**src/rtl/dac_seq_pkg.sv**
```systemverilog
package dac_seq_pkg;

   localparam int DAC_DATA_W  = 20;
   localparam int DAC_ADDR_W  = 3;
   localparam int DAC_FRAME_W = DAC_DATA_W + DAC_ADDR_W + 1;

   typedef logic [DAC_ADDR_W-1:0] dac_addr_t;
   typedef logic [DAC_DATA_W-1:0] dac_data_t;
   typedef logic [DAC_FRAME_W-1:0] dac_frame_t;

   localparam dac_addr_t ADDR_NOP    = 3'd0;
   localparam dac_addr_t ADDR_CODE   = 3'd1;
   localparam dac_addr_t ADDR_CFG    = 3'd2;
   localparam dac_addr_t ADDR_CLRVAL = 3'd3;
   localparam dac_addr_t ADDR_SWCMD  = 3'd4;

   // configuration fields: amplifier off (bit 1), offset binary (bit 4);
   // tristate, ground clamp, output disable and linearity span left at 0
   localparam int CFG_AMP_OFF_BIT    = 1;
   localparam int CFG_OFFSET_BIN_BIT = 4;
   localparam int SWCMD_CLEAR_BIT    = 1;

   localparam dac_data_t CODE_FULL = '1;
   localparam dac_data_t CODE_MID  = dac_data_t'(1) << (DAC_DATA_W - 1);
   localparam dac_data_t CFG_WORD  = (dac_data_t'(1) << CFG_AMP_OFF_BIT)
                                   | (dac_data_t'(1) << CFG_OFFSET_BIN_BIT);
   localparam dac_data_t SWCMD_CLR = dac_data_t'(1) << SWCMD_CLEAR_BIT;

   typedef enum logic [2:0] {
      STEP_CFG,
      STEP_MID,
      STEP_CLRVAL,
      STEP_SWCLR,
      STEP_RDREQ,
      STEP_COLLECT
   } seq_step_e;

   localparam seq_step_e STEP_LAST = STEP_COLLECT;

   function automatic dac_frame_t pack_frame(input logic rd, input dac_addr_t addr,
                                             input dac_data_t data);
      return {rd, addr, data};
   endfunction

   function automatic dac_frame_t frame_for(input seq_step_e step);
      case (step)
         STEP_CFG:     return pack_frame(1'b0, ADDR_CFG,    CFG_WORD);
         STEP_MID:     return pack_frame(1'b0, ADDR_CODE,   CODE_MID);
         STEP_CLRVAL:  return pack_frame(1'b0, ADDR_CLRVAL, CODE_FULL);
         STEP_SWCLR:   return pack_frame(1'b0, ADDR_SWCMD,  SWCMD_CLR);
         STEP_RDREQ:   return pack_frame(1'b1, ADDR_CLRVAL, '0);
         default:      return pack_frame(1'b0, ADDR_NOP,    '0);
      endcase
   endfunction

endpackage

```
**src/rtl/dac_sclk_timer.sv**
```systemverilog
module dac_sclk_timer #(
   parameter int HALF_DIV = 2
) (
   input  logic clk,
   input  logic rst,
   input  logic en,
   output logic tick
);

   generate
      if (HALF_DIV == 1) begin : g_direct
         assign tick = en;
      end else begin : g_count
         localparam int CW = $clog2(HALF_DIV);
         localparam logic [CW-1:0] CNT_LAST = CW'(HALF_DIV - 1);
         logic [CW-1:0] cnt;

         always_ff @(posedge clk) begin
            if (rst || !en) begin
               cnt <= '0;
            end else if (cnt == CNT_LAST) begin
               cnt <= '0;
            end else begin
               cnt <= cnt + 1'b1;
            end
         end

         assign tick = en && (cnt == CNT_LAST);
      end
   endgenerate

endmodule

```
**src/rtl/dac_frame_engine.sv**
```systemverilog
module dac_frame_engine #(
   parameter int FRAME_W  = 24,
   parameter int KEEP_W   = 20,
   parameter int HALF_DIV = 2,
   parameter int GAP_SCLK = 2
) (
   input  logic               clk,
   input  logic               rst,
   input  logic               launch,
   input  logic [FRAME_W-1:0] tx_word,
   input  logic               sdo,
   output logic               sclk,
   output logic               sdin,
   output logic               sync_n,
   output logic [KEEP_W-1:0]  rx_word,
   output logic               frame_done
);

   localparam int SHIFT_TICKS = 2 * FRAME_W;
   localparam int TOTAL_TICKS = SHIFT_TICKS + 2 * GAP_SCLK;
   localparam int TW          = $clog2(TOTAL_TICKS + 1);
   localparam logic [TW-1:0] IDX_SHIFT_END = TW'(SHIFT_TICKS);
   localparam logic [TW-1:0] IDX_LAST_FALL = TW'(SHIFT_TICKS - 1);
   localparam logic [TW-1:0] IDX_END       = TW'(TOTAL_TICKS - 1);

   logic               active;
   logic               tick;
   logic [TW-1:0]      idx;
   logic [FRAME_W-1:0] tx_reg;

   dac_sclk_timer #(.HALF_DIV(HALF_DIV)) u_timer (
      .clk  (clk),
      .rst  (rst),
      .en   (active),
      .tick (tick)
   );

   always_ff @(posedge clk) begin
      if (rst) begin
         active     <= 1'b0;
         sync_n     <= 1'b1;
         sclk       <= 1'b0;
         sdin       <= 1'b0;
         idx        <= '0;
         tx_reg     <= '0;
         rx_word    <= '0;
         frame_done <= 1'b0;
      end else begin
         frame_done <= 1'b0;
         if (launch && !active) begin
            active <= 1'b1;
            sync_n <= 1'b0;
            idx    <= '0;
            tx_reg <= tx_word;
         end else if (active && tick) begin
            idx <= idx + 1'b1;
            if (idx < IDX_SHIFT_END) begin
               if (!idx[0]) begin
                  sclk   <= 1'b1;
                  sdin   <= tx_reg[FRAME_W-1];
                  tx_reg <= tx_reg << 1;
               end else begin
                  sclk    <= 1'b0;
                  rx_word <= {rx_word[KEEP_W-2:0], sdo};
                  if (idx == IDX_LAST_FALL) begin
                     sync_n <= 1'b1;
                  end
               end
            end
            if (idx == IDX_END) begin
               active     <= 1'b0;
               frame_done <= 1'b1;
            end
         end
      end
   end

endmodule

```
**src/rtl/dac_bringup_seq.sv**
```systemverilog
module dac_bringup_seq #(
   parameter int CLK_DIV  = 4,
   parameter int GAP_SCLK = 2
) (
   input  logic clk,
   input  logic rst,
   input  logic start,
   input  logic sdo,
   output logic sclk,
   output logic sdin,
   output logic sync_n,
   output logic busy,
   output logic done,
   output logic error
);

   import dac_seq_pkg::*;

   localparam int HALF_DIV = CLK_DIV / 2;

   generate
      if (CLK_DIV < 2 || (CLK_DIV % 2) != 0) begin : g_bad_div
         $error("CLK_DIV must be even and at least 2");
      end
      if (GAP_SCLK < 2) begin : g_bad_gap
         $error("GAP_SCLK must be at least 2");
      end
   endgenerate

   seq_step_e  step;
   logic       launch;
   logic       frame_done;
   dac_data_t  rx_word;
   dac_frame_t tx_word;

   assign tx_word = frame_for(step);

   dac_frame_engine #(
      .FRAME_W  (DAC_FRAME_W),
      .KEEP_W   (DAC_DATA_W),
      .HALF_DIV (HALF_DIV),
      .GAP_SCLK (GAP_SCLK)
   ) u_engine (
      .clk        (clk),
      .rst        (rst),
      .launch     (launch),
      .tx_word    (tx_word),
      .sdo        (sdo),
      .sclk       (sclk),
      .sdin       (sdin),
      .sync_n     (sync_n),
      .rx_word    (rx_word),
      .frame_done (frame_done)
   );

   always_ff @(posedge clk) begin
      if (rst) begin
         step   <= STEP_CFG;
         launch <= 1'b0;
         busy   <= 1'b0;
         done   <= 1'b0;
         error  <= 1'b0;
      end else begin
         launch <= 1'b0;
         if (!busy && start) begin
            busy   <= 1'b1;
            done   <= 1'b0;
            error  <= 1'b0;
            step   <= STEP_CFG;
            launch <= 1'b1;
         end else if (busy && frame_done) begin
            if (step == STEP_LAST) begin
               busy  <= 1'b0;
               done  <= 1'b1;
               error <= (rx_word != CODE_FULL);
            end else begin
               step   <= seq_step_e'(step + 3'd1);
               launch <= 1'b1;
            end
         end
      end
   end

endmodule

```
**config.mk**
```make
export PLATFORM = sky130hd
export DESIGN_NAME = dac_bringup_seq
export DESIGN_NICKNAME = d
export VERILOG_FILES = /design/src/rtl/dac_seq_pkg.sv /design/src/rtl/dac_sclk_timer.sv /design/src/rtl/dac_frame_engine.sv /design/src/rtl/dac_bringup_seq.sv
export SDC_FILE = /design/constraint.sdc
export NUM_CORES = 1
export LEC_CHECK = 0
export BUFFER_PORTS_ARGS = -buffer_cell sky130_fd_sc_hd__buf_2
export CORE_ASPECT_RATIO = 2
export CORE_MARGIN = 1
export CORE_UTILIZATION = 60
export DETAILED_ROUTE_END_ITERATION = 10
export GPL_TIMING_DRIVEN = 0
export HOLD_SLACK_MARGIN = 0.15
export PLACE_DENSITY = 0.78
export SYNTH_ARGS = -nofsm -noshare
export SYNTH_HDL_FRONTEND = slang
export SYNTH_SLANG_ARGS = --single-unit
```
**constraint.sdc**
```tcl
create_clock -name clk -period 1.8 [get_ports clk]
set_input_delay 0.09 -clock clk [delete_from_list [all_inputs] [get_ports clk]]
set_output_delay 0.09 -clock clk [all_outputs]
set_load 0.05 [all_outputs]
```
==> flow_summary_export.csv <==
group,metric,value,unit
floorplanning,ioPinCount,10,
floorplanning,die_w,48.8,um
global_routing,antenna_found_initial,0,
timing,fin_crit,1.65,ns
clock_network,post_cts_buffers,0,
clock_network,cts_tree,"yes",
yosys,syn_inst,291,
final_layout,layout-drive-gt1-share,15.8,%
timing,holdWs,0.165,ns
detailed_routing,first_iter_violations,34,
yosys,syn_nets,301,
final_layout,insertedDiodeCount,0,
yosys,synth.yosys.seq_area_share,47.9,%
clock_network,clockRootBuffer,"clkbuf_8",
placement,detailed_place_hpwl,3800,um
clock_network,numClockSinks,63,
floorplanning,initial_core_util,63.7,%
critical_path,max_stage_delay,0.34,ns
final_layout,syn2layout_area_growth,12.9,%
outcome,status,"finished, final reports clean",
critical_path,cp.arrival,1.90,ns
detailed_routing,dr_total_vias,2039,
final_layout,fin_cells,369,
yosys,netlist_area,0.00263,mm^2
yosys,ys_ff_latch,63,
clock_network,cts-htree-levels,3,
yosys,synth.avg_cell_area,9.04,um^2
detailed_routing,dr.pass1.iters,4,
detailed_routing,viasPerCell,5.53,
clock_network,cts_buffers,9,
timing,max_freq,605,MHz
floorplanning,dieArea,0.00467,mm^2
global_routing,grt_pass1_vias,2085,
critical_path,crit_slowest_cell,"dfxtp_1",
timing,final-setup-viol-count,0,
power_and_ir_drop,leakagePower,1.24,nW
placement,dp.cells,351,
timing,tightest_slew,0.631,ns
placement,portBuffers,8,
critical_path,r2r_end,"u_engine.tx_reg[12]",
floorplanning,coreArea,0.00413,mm^2
timing,setup-tns-final,0,ns
detailed_routing,drc,0,
placement,gp_congestion,0.833,
floorplanning,die_height,95.7,um
power_and_ir_drop,cellPowerDensity,983,mW/mm^2
yosys,synth.distinct_cells,35,
final_layout,num-fill-cells,348,
global_routing,gr-total-overflow,0,
final_layout,largest_reg_flops,24,
clock_network,clk_latency,0.34,ns
power_and_ir_drop,ir_drop,0.675,mV
critical_path,cp.required,2.05,ns
critical_path,worstSetupPathType,"register to register",
critical_path,cp-start-kind,"register",
timing,max_slew_margin,57.6,%
detailed_routing,ant_nets,0,
detailed_routing,wl_per_cell,14.2,um
critical_path,critPathLaunch,"step[0]",
critical_path,r2r_start,"step[0]",
critical_path,setup.worst_path.end,"u_engine.tx_reg[12]",
timing,grt_setup_unrepaired,"no",
global_routing,grt_max_degree,11,
clock_network,clk_pin_slew,0.06,ns
global_routing,grt_pass1_wl,9030,um
clock_network,clock_path_buffers,2,
critical_path,cpMostUsedCell,"buf_6",
timing,hold_violations,0,
timing,finClkSkew,0.00647,ns
yosys,yosys_warnings,0,
hold_path,min_path_type,"input pin to register",
critical_path,regToRegSetupSlack,0.15,ns
timing,drv_slew,0,
critical_path,endpoint_kind,"register",
final_layout,nNetsFinal,322,
timing,period_share,91.8,%
timing,finalWorstSetupSlack,0.147,ns
detailed_routing,wirelength,5240,um
global_routing,track_usage,26.0,%
critical_path,reg2reg_depth,8,
job,cap_viol_max_count,0,
critical_path,cp_cell_sequence,"inv_2 -> ha_2 -> nor2b_2 -> nand2_1 -> and2_1 -> buf_6 -> buf_6 -> a211oi_2",
placement,dpl_worst_slack,0.0839,ns
critical_path,crit_fanout,10,
floorplanning,rows,33,
[routing by layer]
layer / track usage (%) / part of all wire, % / wire (um) / up-vias
li1: - / - / - / 1038
met1: 23.0 / 37 / 1950 / 968
met2: 51.5 / 59 / 3070 / 23
met3: 7.02 / 2.0 / 106 / 10
met4: 14.0 / 2.1 / 110 / 0
met5: 0 / 0 / 0 / -
[cell usage after synthesis]
master	number	area [um^2]
nor3b_1	1	7.51
nand2_1	27	101
a31oi_1	3	18.8
nor3_1	11	55.1
nand2_2	1	6.26
and2_1	3	18.8
a21oi_1	8	40.0
nand4_1	8	50.1
a211oi_1	7	52.6
nor4_1	5	31.3
buf_4	3	22.5
buf_6	2	22.5
nand3_1	4	20.0
xor2_1	4	35.0
dfxtp_1	63	1260
mux2i_1	21	210
o31ai_2	1	12.5
a41oi_1	1	8.76
and3_1	1	6.26
or3_1	1	6.26
xnor2_1	2	17.5
clkbuf_1	7	26.3
o21ai_1	1	5.00
o21ai_0	3	15.0
nor2_1	62	233
nor2b_1	5	31.3
o211ai_1	1	7.51
inv_1	3	11.3
o21bai_1	3	22.5
or2_2	1	6.26
a211oi_2	10	125
nand2b_1	4	25.0
buf_2	7	35.0
ha_1	6	75.1
a311oi_1	1	8.76
[cell type report]
type / instances / area, um^2 / area share (%)
buffer: 19 / 106 / 3.58
clock inverter: 2 / 37.5 / 1.26
clock buffer: 14 / 173 / 5.81
multi-input combinational: 206 / 1260 / 42.3
sequential: 63 / 1260 / 42.4
tap: 52 / 65.1 / 2.19
timing repair buffer: 10 / 60.1 / 2.02
inverter: 3 / 11.3 / 0.379
[report_power, final]
group	internal, mW	total [mW]	switching (mW)
Clock	0.754	1.26	0.510
Sequential	1.44	1.46	0.0259
Combinational	0.0708	0.193	0.122
[how the worst min path moves through the flow]
stage	start	end	slack, ns	cells past startpoint
after floorplan	sdo	u_engine.rx_word[0]	0.23	2
after global placement	sdo	u_engine.rx_word[0]	0.32	3
after detailed placement	sdo	u_engine.rx_word[0]	0.34	3
after CTS	rst	u_engine.frame_done	0.16	2
after global routing	rst	u_engine.frame_done	0.21	2
final	rst	u_engine.frame_done	0.17	2
[worst max-delay path, delay by kind of cell, from the launching register on]
family	cells	cell delay, ns
compound gates	1	0.20
fa+ha+maj	1	0.21
simple gates	3	0.43
buf+inv	3	0.38
flops	1	0.34
[per-stage QoR]
| step | cell area, um^2 | utilization (%) | power, mW |
|---|---|---|---|
| finish | 2970 | 72.0 | 2.92 |
| global route | 2970 | 72.0 | 3.03 |
| CTS | 2970 | 71.8 | 2.94 |
| detailed placement | 2740 | 66.3 | 1.68 |
| global placement | 2740 | 66.3 | 1.68 |
| floorplan | 2630 | - | 1.64 |
[layout by cell type (no fill, tap or decap), types with 2 or more instances in the layout]
cell and instances:
dfxtp_1 63, nor2_1 62, nand2_1 27, mux2i_1 21, buf_2 15, clkbuf_8 12, nor3_1 11, a211oi_2 10
clkbuf_1 9, a21oi_1 8, nand4_1 8, a211oi_1 7, nor4_1 5, ha_1 5, nor2b_1 4, nand2b_1 4
xor2_1 4, nand3_1 4, and2_1 3, o21ai_0 3, buf_4 3, o21bai_1 3, a31oi_1 3, inv_1 2
buf_6 2, xnor2_1 2, dlygate4sd3_1 2
[logic make-up (layout without fill, tap and decap cells)]
group / Yosys count / count (layout) / synth area share (%)
AOI/OAI and AO/OA: 39 / 39 / 12.0
xor gates and xnor gates: 6 / 6 / 2.00
adders and majority gates: 6 / 6 / 2.85
buffers and inverters: 22 / 48 / 4.47
DFF: 63 / 63 / 47.9
muxes: 21 / 21 / 7.99
and+or+nand+nor: 134 / 134 / 22.7
[repair_timing]
| action | 4_1_cts | 5_1_grt |
|---|---|---|
| hold endpoints to repair | 3 | 0 |
| setup endpoints to repair | 0 | 10 |
| gates resized for setup | 0 | 3 |
| hold buffers | 2 | 0 |
(Power assumes the default switching activity.)
